## src/rtl/apg_pkg.sv

```systemverilog
package apg_pkg;

  typedef enum logic [3:0] {
    MODE_LINEAR = 4'd0,
    MODE_PRBS   = 4'd1,
    MODE_WALK1  = 4'd2,
    MODE_WALK0  = 4'd3
  } apg_mode_e;

  localparam int MAX_POLY = 34;

  function automatic logic [MAX_POLY-1:0] tap_bit(input int pos);
    logic [MAX_POLY-1:0] m;
    m = '0;
    if (pos > 0) m[pos-1] = 1'b1;
    return m;
  endfunction

  function automatic logic [MAX_POLY-1:0] taps4(input int a, input int b,
                                                input int c, input int d);
    return tap_bit(a) | tap_bit(b) | tap_bit(c) | tap_bit(d);
  endfunction

  // Feedback mask of a maximal-length polynomial for each supported length.
  function automatic logic [MAX_POLY-1:0] prbs_taps(input int len);
    case (len)
      8:  return taps4(8, 6, 5, 4);
      9:  return taps4(9, 5, 0, 0);
      10: return taps4(10, 7, 0, 0);
      11: return taps4(11, 9, 0, 0);
      12: return taps4(12, 6, 4, 1);
      13: return taps4(13, 4, 3, 1);
      14: return taps4(14, 5, 3, 1);
      15: return taps4(15, 14, 0, 0);
      16: return taps4(16, 15, 13, 4);
      17: return taps4(17, 14, 0, 0);
      18: return taps4(18, 11, 0, 0);
      19: return taps4(19, 6, 2, 1);
      20: return taps4(20, 17, 0, 0);
      21: return taps4(21, 19, 0, 0);
      22: return taps4(22, 21, 0, 0);
      23: return taps4(23, 18, 0, 0);
      24: return taps4(24, 23, 22, 17);
      25: return taps4(25, 22, 0, 0);
      26: return taps4(26, 6, 2, 1);
      27: return taps4(27, 5, 2, 1);
      28: return taps4(28, 25, 0, 0);
      29: return taps4(29, 27, 0, 0);
      30: return taps4(30, 6, 4, 1);
      31: return taps4(31, 28, 0, 0);
      32: return taps4(32, 22, 2, 1);
      33: return taps4(33, 20, 0, 0);
      34: return taps4(34, 27, 2, 1);
      default: return '0;
    endcase
  endfunction

endpackage

```

## src/rtl/apg_lfsr_step.sv

```systemverilog
module apg_lfsr_step #(
  parameter int FIELD_W = 13
) (
  input  logic [FIELD_W-1:0] cur,
  output logic [FIELD_W-1:0] nxt
);
  import apg_pkg::*;

  localparam logic [MAX_POLY-1:0] FULL_MASK = prbs_taps(FIELD_W);
  localparam logic [FIELD_W-1:0]  MASK      = FULL_MASK[FIELD_W-1:0];

  logic fb;

  always_comb begin
    fb  = ^(cur & MASK);
    nxt = {cur[FIELD_W-2:0], fb};
  end
endmodule

```

## src/rtl/apg_next_state.sv

```systemverilog
module apg_next_state #(
  parameter int FIELD_W = 13
) (
  input  apg_pkg::apg_mode_e   mode,
  input  logic [FIELD_W-1:0]   cur,
  output logic [FIELD_W-1:0]   nxt
);
  import apg_pkg::*;

  logic [FIELD_W-1:0] prbs_nxt;
  logic [FIELD_W-1:0] rot_nxt;
  logic [FIELD_W-1:0] lin_nxt;

  apg_lfsr_step #(.FIELD_W(FIELD_W)) u_lfsr (
    .cur (cur),
    .nxt (prbs_nxt)
  );

  always_comb begin
    rot_nxt = {cur[FIELD_W-2:0], cur[FIELD_W-1]};
    lin_nxt = cur + FIELD_W'(1);
    case (mode)
      MODE_LINEAR: nxt = lin_nxt;
      MODE_PRBS:   nxt = prbs_nxt;
      MODE_WALK1,
      MODE_WALK0:  nxt = rot_nxt;
      default:     nxt = cur;
    endcase
  end
endmodule

```

## src/rtl/addr_pattern_gen.sv

```systemverilog
module addr_pattern_gen #(
  parameter int ADDR_W = 16
) (
  input  logic              clk,
  input  logic              rst_n,
  input  logic              load,
  input  logic [3:0]        mode,
  input  logic [ADDR_W-1:0] start_addr,
  input  logic              addr_ready,
  output logic              addr_valid,
  output logic [ADDR_W-1:0] addr
);
  import apg_pkg::*;

  localparam int LOW_W   = 3;
  localparam int FIELD_W = ADDR_W - LOW_W;
  localparam logic [FIELD_W-1:0] ONE = FIELD_W'(1);

  apg_mode_e          mode_q;
  logic               valid_q;
  logic [FIELD_W-1:0] state_q;
  logic [FIELD_W-1:0] step_nxt;
  logic [FIELD_W-1:0] seed;
  logic               load_ok;
  logic               fire;

  apg_next_state #(.FIELD_W(FIELD_W)) u_next (
    .mode (mode_q),
    .cur  (state_q),
    .nxt  (step_nxt)
  );

  always_comb begin
    load_ok = (mode[3:2] == 2'b00);
    fire    = valid_q & addr_ready;
    case (mode)
      4'd0:    seed = start_addr[ADDR_W-1:LOW_W];
      4'd1:    seed = ONE;
      4'd2:    seed = ONE;
      4'd3:    seed = ~ONE;
      default: seed = state_q;
    endcase
  end

  always_ff @(posedge clk) begin
    if (!rst_n) begin
      mode_q  <= MODE_LINEAR;
      valid_q <= 1'b0;
      state_q <= '0;
    end else if (load) begin
      valid_q <= load_ok;
      if (load_ok) begin
        mode_q  <= apg_mode_e'(mode);
        state_q <= seed;
      end
    end else if (fire) begin
      state_q <= step_nxt;
    end
  end

  assign addr_valid = valid_q;
  assign addr       = {state_q, {LOW_W{1'b0}}};


  hold_under_stall_chk: assert property (@(posedge clk) disable iff (!rst_n)
    (addr_valid && !addr_ready && !load) |=> (addr_valid && $stable(addr)));


  linear_step_chk: assert property (@(posedge clk) disable iff (!rst_n)
    (addr_valid && addr_ready && !load && mode_q == MODE_LINEAR)
      |=> (addr == $past(addr) + ADDR_W'(8)));


  prbs_nonzero_chk: assert property (@(posedge clk) disable iff (!rst_n)
    (addr_valid && mode_q == MODE_PRBS) |-> (addr != '0));


  walk1_onehot_chk: assert property (@(posedge clk) disable iff (!rst_n)
    (addr_valid && mode_q == MODE_WALK1) |-> ($countones(addr) == 1));


  walk0_single_zero_chk: assert property (@(posedge clk) disable iff (!rst_n)
    (addr_valid && mode_q == MODE_WALK0) |-> ($countones(addr) == FIELD_W - 1));


  reserved_idle_chk: assert property (@(posedge clk) disable iff (!rst_n)
    (load && mode[3:2] != 2'b00) |=> !addr_valid);


  linear_start_chk: assert property (@(posedge clk) disable iff (!rst_n)
    (load && mode == 4'd0)
      |=> (addr_valid && addr == {$past(start_addr[ADDR_W-1:LOW_W]), {LOW_W{1'b0}}}));
endmodule

```

## config.mk

```make
export PLATFORM = sky130hd
export DESIGN_NAME = addr_pattern_gen
export DESIGN_NICKNAME = d
export VERILOG_FILES = /design/src/rtl/apg_pkg.sv /design/src/rtl/apg_lfsr_step.sv /design/src/rtl/apg_next_state.sv /design/src/rtl/addr_pattern_gen.sv
export SDC_FILE = /design/constraint.sdc
export NUM_CORES = 1
export LEC_CHECK = 0
export ABC_AREA = 1
export BUFFER_PORTS_ARGS = -buffer_cell sky130_fd_sc_hd__clkbuf_2
export CORE_MARGIN = 5
export CORE_UTILIZATION = 50
export CTS_CLUSTER_SIZE = 20
export DETAILED_ROUTE_END_ITERATION = 16
export PLACE_DENSITY = 0.78
export SLEW_MARGIN = 20
export SYNTH_ARGS = -nofsm -noshare
export SYNTH_HDL_FRONTEND = slang
export SYNTH_SLANG_ARGS = --single-unit
```

## constraint.sdc

```tcl
create_clock -name clk -period 2.85 [get_ports clk]
set_input_delay 0 -clock clk [delete_from_list [all_inputs] [get_ports clk]]
set_output_delay 0 -clock clk [all_outputs]
set_load 0.1 [all_outputs]
```

==> qor.csv, run 1 <==
stage;metric;value;unit
grt;overflow;0;
placed_design;dpl_worst_slack;1347;ps
detailed_routing;drc_errors;0;
layout;area_delta_synth_final;15.54;%
die;num_rows;18;
worst_setup_path;required;3090;ps
die;ios;41;
placed_design;dp_hpwl;2405;µm
timing;worst_pin_slew;995.5;ps
synth;synth_top_area_cell;dfxtp_1;
worst_setup_path;path_class;in2reg;
detailed_routing;firstDrtPassIters;4;
die;core_area;2522;µm²
placed_design;io_buffers;34;
timing;fin_skew;3.986;ps
power;power_switching;262.7;µW
timing;slew_viol_final;0;
cts;cts_resized;0;
timing;fmax;591.8;MHz
worst_setup_path;critPathCaptureType;flip-flop;
detailed_routing;drt_iter0_drc;62;
die;die-height;61.70;µm
detailed_routing;met3_length;237;µm
grt;grt_pass1_vias;1273;
cts;clock_sinks;18;
detailed_routing;num_vias;1484;
layout;final_common_cell;nand2_1;
cts;ctsHtreeMaxLevel;1;
grt;grt.total_usage;0.1985;
cts;clockBufferDepth;2;
timing;period_minus_slack;1690;ps
placed_design;place_area;1488;µm²
power;vdd_drop_max;330.9;µV
power;p_leak;0.7443;nW
synth;yosys_warnings;0;
layout;finalInstanceArea;1544;µm²
synth;synth_area;1336;µm²
detailed_routing;wl;3427;µm
timing;worst_slack;1160;ps
worst_setup_path;crit_fanout;13;
layout;nFillCells;262;
grt;grt_antenna_before_repair;0;
detailed_routing;via_per_inst;5.207;
cts;cts_root_buf;clkbuf_4;
die;die_area;3806;µm²
cts;post_cts_buffers;0;
power;p_comb_frac;0.319;
layout;finalNonFillerCells;285;
grt;grt_start_max_net_pins;18;
power;power.share.switching;0.4017;
timing;slew_headroom;0.3319;
placed_design;gp_congestion;0.8572;
synth;synthCells;223;
worst_hold_path;hold_class;in2reg;
synth;yosysTopAreaCellShare;0.2697;
timing;whs;30.89;ps
synth;yosysUniqueCellTypes;26;
timing;fin_setup_tns;0;ps
timing;hold_violations;0;
synth;ys_seq_area_frac;0.2697;
power;power.density;423.6;nW/µm²
worst_setup_path;arrival;1930;ps
power;power_frac_clock;0.253;
synth;avgSynthCellArea;5.992;µm²
layout;final_nets;282;
worst_setup_path;start_kind;input pin;
synth;ys_ff_latch;18;
placed_design;dp.cells;279;
cts;cts-buffers-inserted;3;
power;intPower;391.3;µW
detailed_routing;ant_nets;0;
grt;grt_pass1_wl;5651;µm
flow_run;cap_viol_max_count;0;
cts;cts_tree;done;
cts;clock_latency;300;ps
timing;rsz0062_at_grt;false;
cts;clk_pin_slew_worst_paths;110;ps
die;start_util;0.5298;
synth;synth.area.top_cells;dfxtp_1, nand2_1, a21oi_1;
timing;setup_violations;0;
layout;final_cell_mix;nand2_1, clkbuf_2, a21oi_1;
detailed_routing;wl_met1;1596;µm
detailed_routing;avgRoutedWirePerCell;12.02;µm
die;die_w;61.70;µm
power;pwr-share-seq;0.428;
detailed_routing;highest_layer;met4;
layout;antenna_cells;0;
status;status;completed;
detailed_routing;met2_length;1567;µm
layout;drive_above_1_share;0.1843;
timing;min_period_over_period;0.5929;
-- timing repair --
item | in CTS | in global routing
endpoints found under the hold margin | 2 | 0
hold buffers | 2 | 0
setup endpoints to repair | 0 | 0
-- power groups by stage --
stage	registers (mW)	clock network (mW)	logic [mW]
after floorplan	0.350	0	0.104
after global placement	0.285	0	0.204
after detailed placement	0.285	0	0.205
after CTS	0.280	0.170	0.208
after global routing	0.283	0.182	0.226
final	0.280	0.165	0.209
-- critical path, cell delays in order --
cell and delay, ps:
dlygate4sd3_1 530, clkbuf_2 120, o21ai_1 780, a21oi_1 180, nor2_1 130, nand2_1 60
a21oi_1 120
-- Yosys cell counts --
cell type,instances
nand2_1,56
a21oi_1,32
nor2_1,29
inv_1,19
dfxtp_1,18
nand3_1,15
o21ai_0,13
buf_4,5
o21ai_1,5
buf_2,3
nand4_1,3
nor3_1,3
xor2_1,3
clkbuf_1,2
ha_1,2
inv_2,2
nor2_2,2
o21bai_1,2
xnor2_1,2
a21o_1,1
buf_6,1
conb_1,1
inv_4,1
nand2_2,1
nor2_4,1
o21ai_4,1
-- cells by family after synthesis --
logic type | after synthesis | synth area share
adder cells (fa/ha/maj) | 2 | 0.01872
buffers and inverters | 33 | 0.1170
AND/OR/NAND/NOR | 110 | 0.3427
XOR/XNOR | 5 | 0.03278
AO/OA/AOI/OAI | 54 | 0.2163
flip-flops | 18 | 0.2697
other | 1 | 0.002806
-- flip-flops by register name, indices dropped and copies added (netlist names) --
| name | flops |
|---|---|
| addr_valid | 1 |
| mode_q | 4 |
| state_q | 13 |
-- final cells by class --
class,count,area [µm²],area share
sequential,18,360.3,0.2334
clock buffer,4,36.28,0.02350
multi-input combinational,174,827.0,0.5357
timing repair buffer,37,197.7,0.1280
tap,30,37.54,0.02431
inverter,22,85.08,0.05511
-- per-layer routing --
| layer | GRT usage | up-vias |
|---|---|---|
| met2 | 0.3199 | 43 |
| met1 | 0.2629 | 652 |
| li1 | - | 785 |
| met4 | 0.07273 | 0 |
| met5 | 0 | - |
| met3 | 0.03926 | 4 |
-- path summary, 6_finish.rpt --
kind	start	to	slack (ps)	depth (start not counted)
worst min-delay path	start_addr[13]	state_q[10]	30	5
worst min register to register	mode_q[2]	mode_q[2]	450	2
worst max-delay path	mode[0]	state_q[12]	1160	7
worst max register to register	state_q[0]	state_q[10]	1320	9
-- metrics by stage --
step | power [mW] | util
2_1_floorplan | 0.4539 | -
4_1_cts | 0.6578 | 0.6121
5_1_grt | 0.6905 | 0.6121
3_5_place_dp | 0.4909 | 0.5898
3_3_place_gp | 0.4897 | 0.5898
6_report | 0.6540 | 0.6121
Note: power is estimated with default switching activity, not from simulation.
==> run 2: changes to the inputs <==
==> constraint.sdc (replaced) <==
create_clock -name clk -period 1.71 [get_ports clk]
set_input_delay 0 -clock clk [delete_from_list [all_inputs] [get_ports clk]]
set_output_delay 0 -clock clk [all_outputs]
set_load 0.1 [all_outputs]
==> run 2 against run 1 <==
  * Total power grew 68%
  * Clock-buffer cell count unchanged
  * Largest cell class unchanged
  * Clock power grew 67%
  * Critical endpoint is now state_q[5]
  * Final cell count is 0.35% higher
==> qor.csv, run 2 (synthesis gave the netlist of run 1 again) <==
stage;metric;value;unit;change
timing;min_period_over_period;0.8298;;
worst_setup_path;arrival;1650;ps;was 1930 ps
worst_setup_path;crit_chain;dlygate4sd3_1, clkbuf_2, nand2_1, o21ai_2, inv_1, nand2_1, o21ai_0, a21oi_1;;was dlygate4sd3_1, clkbuf_2, o21ai_1, a21oi_1, nor2_1, nand2_1, a21oi_1
power;power.density;697.7;nW/µm²;was 423.6 nW/µm²
cts;clock_sinks;18;;unchanged
die;ios;41;;unchanged
layout;finalInstanceArea;1572;µm²;was 1544 µm²
placed_design;dpl_worst_slack;183.6;ps;was 1347 ps
timing;slew_headroom;0.5968;;was 0.3319
timing;fin_setup_tns;0;ps;unchanged
timing;whs;19.91;ps;was 30.89 ps
detailed_routing;drt_iter0_drc;87;;was 62
timing;hold_violations;0;;unchanged
grt;grt.total_usage;0.2051;;was 0.1985
layout;final_cell_mix;nand2_1, clkbuf_2, a21oi_1;;unchanged
power;p_leak;0.7556;nW;was 0.7443 nW
grt;grt_start_max_net_pins;18;;unchanged
layout;drive_above_1_share;0.2422;;was 0.1843
timing;period_minus_slack;1419;ps;
flow_run;cap_viol_max_count;0;;unchanged
grt;overflow;0;;unchanged
layout;multiInputGateArea;830.8;µm²;was 827.0 µm²
timing;rsz0062_at_grt;false;;unchanged
grt;grt_pass1_vias;1377;;was 1,273
die;die_w;61.70;µm;unchanged
layout;nFillCells;270;;was 262
timing;worst_slack;291.0;ps;was 1160 ps
detailed_routing;via_per_inst;5.315;;was 5.207
layout;largest_reg_flops;13;;unchanged
worst_hold_path;hold_class;in2reg;;unchanged
placed_design;place_area;1511;µm²;was 1488 µm²
detailed_routing;ant_nets;0;;unchanged
placed_design;io_buffers;34;;unchanged
die;core_area;2522;µm²;unchanged
layout;postLayoutCoreUtil;0.6230;;was 0.6121
cts;cts_root_buf;clkbuf_4;;unchanged
grt;grt_antenna_before_repair;0;;unchanged
die;die_area;3806;µm²;unchanged
worst_setup_path;cpPeakStageDelay;530;ps;was 780 ps
detailed_routing;avgRoutedWirePerCell;12.01;µm;was 12.02 µm
die;num_rows;18;;unchanged
cts;ctsHtreeMaxLevel;1;;unchanged
die;die-height;61.70;µm;unchanged
worst_setup_path;cp_slowest_cell;dlygate4sd3_1;;was o21ai_1
placed_design;gp_congestion;0.8967;;was 0.8572
worst_setup_path;crit_fanout;12;;was 13
worst_setup_path;required;1940;ps;was 3090 ps
power;vdd_drop_max;471.3;µV;was 330.9 µV
layout;antenna_cells;0;;unchanged
worst_setup_path;start_kind;input pin;;unchanged
layout;area_delta_synth_final;17.60;%;was 15.54%
worst_setup_path;path_class;in2reg;;unchanged
detailed_routing;wl;3434;µm;was 3427 µm
grt;grt_pass1_wl;5885;µm;was 5651 µm
cts;clock_latency;300;ps;about the same
detailed_routing;num_vias;1520;;was 1,484
layout;final_nets;283;;was 282
worst_setup_path;critPathMostFrequentCell;nand2_1;;was a21oi_1
layout;top_register;state_q;;unchanged
power;finalPower;1.096;mW;was 654.0 µW
placed_design;dp.cells;280;;was 279
cts;clockBufferDepth;2;;unchanged
layout;final_common_cell;nand2_1;;unchanged
cts;cts-buffers-inserted;3;;unchanged
timing;slew_viol_final;0;;unchanged
placed_design;dp_hpwl;2455;µm;was 2405 µm
cts;clk_pin_slew_worst_paths;120;ps;was 110 ps
detailed_routing;firstDrtPassIters;4;;unchanged
cts;cts_tree;done;;unchanged
die;start_util;0.5298;;unchanged
timing;fmax;704.7;MHz;
layout;finalNonFillerCells;286;;was 285
cts;post_cts_buffers;0;;unchanged
status;status;completed;;unchanged
detailed_routing;drc_errors;0;;unchanged
timing;worst_pin_slew;604.7;ps;was 995.5 ps
timing;fin_skew;8.045;ps;was 3.986 ps
timing;setup_violations;0;;unchanged
worst_setup_path;critPathCaptureType;flip-flop;;unchanged
layout;regArea;376.6;µm²;was 360.3 µm²
[run 2: cell types whose count changed in the layout (fill, tap and decap cells not counted), sizes merged]
| cell | before | now |
|---|---|---|
| buf | 1 | 2 |
[run 2: path summary, 6_finish.rpt]
kind / end / startpoint / slack [ps] / cells after the start
worst min-delay path: state_q[10] / start_addr[13] / 20 / 5
worst min register to register: mode_q[2] / mode_q[2] / 450 / 2
worst max-delay path: state_q[5] / mode[1] / 290 / 8
worst max register to register: state_q[10] / state_q[0] / 290 / 9
[run 2: per-layer routing]
metal	vias to the layer above	track usage	wire length, µm
met5	-	0	0
met4	0	0.07273	38
met3	5	0.03512	267
met2	52	0.3393	1605
met1	680	0.2685	1523
li1	783	-	-
[run 2: layout make-up]
class	count	share of cell area
flip-flops and latches	18	0.2396
well taps	30	0.02389
repair buffers	38	0.1306
multi-input cells	174	0.5287
clock buffers	4	0.02309
inverters	22	0.05414
[run 2: repair_timing]
item | 4_1_cts | 5_1_grt
hold buffers | 2 | 0
endpoints found under the hold margin | 2 | 0
endpoints found under the setup margin | 0 | 13
gates resized for setup | 0 | 1
[run 2: worst max-delay path, delay by kind of cell]
family | cells | cell delay [ps]
and+or+nand+nor | 2 | 150
AOI/OAI and AO/OA | 3 | 710
buffers and inverters | 3 | 780
[run 2: power breakdown]
| part | switching (mW) | internal, mW | total (mW) |
|---|---|---|---|
| registers | 0.0303 | 0.441 | 0.471 |
| logic | 0.264 | 0.0863 | 0.350 |
| clock network | 0.145 | 0.130 | 0.275 |
| total | 0.439 | 0.657 | 1.10 |
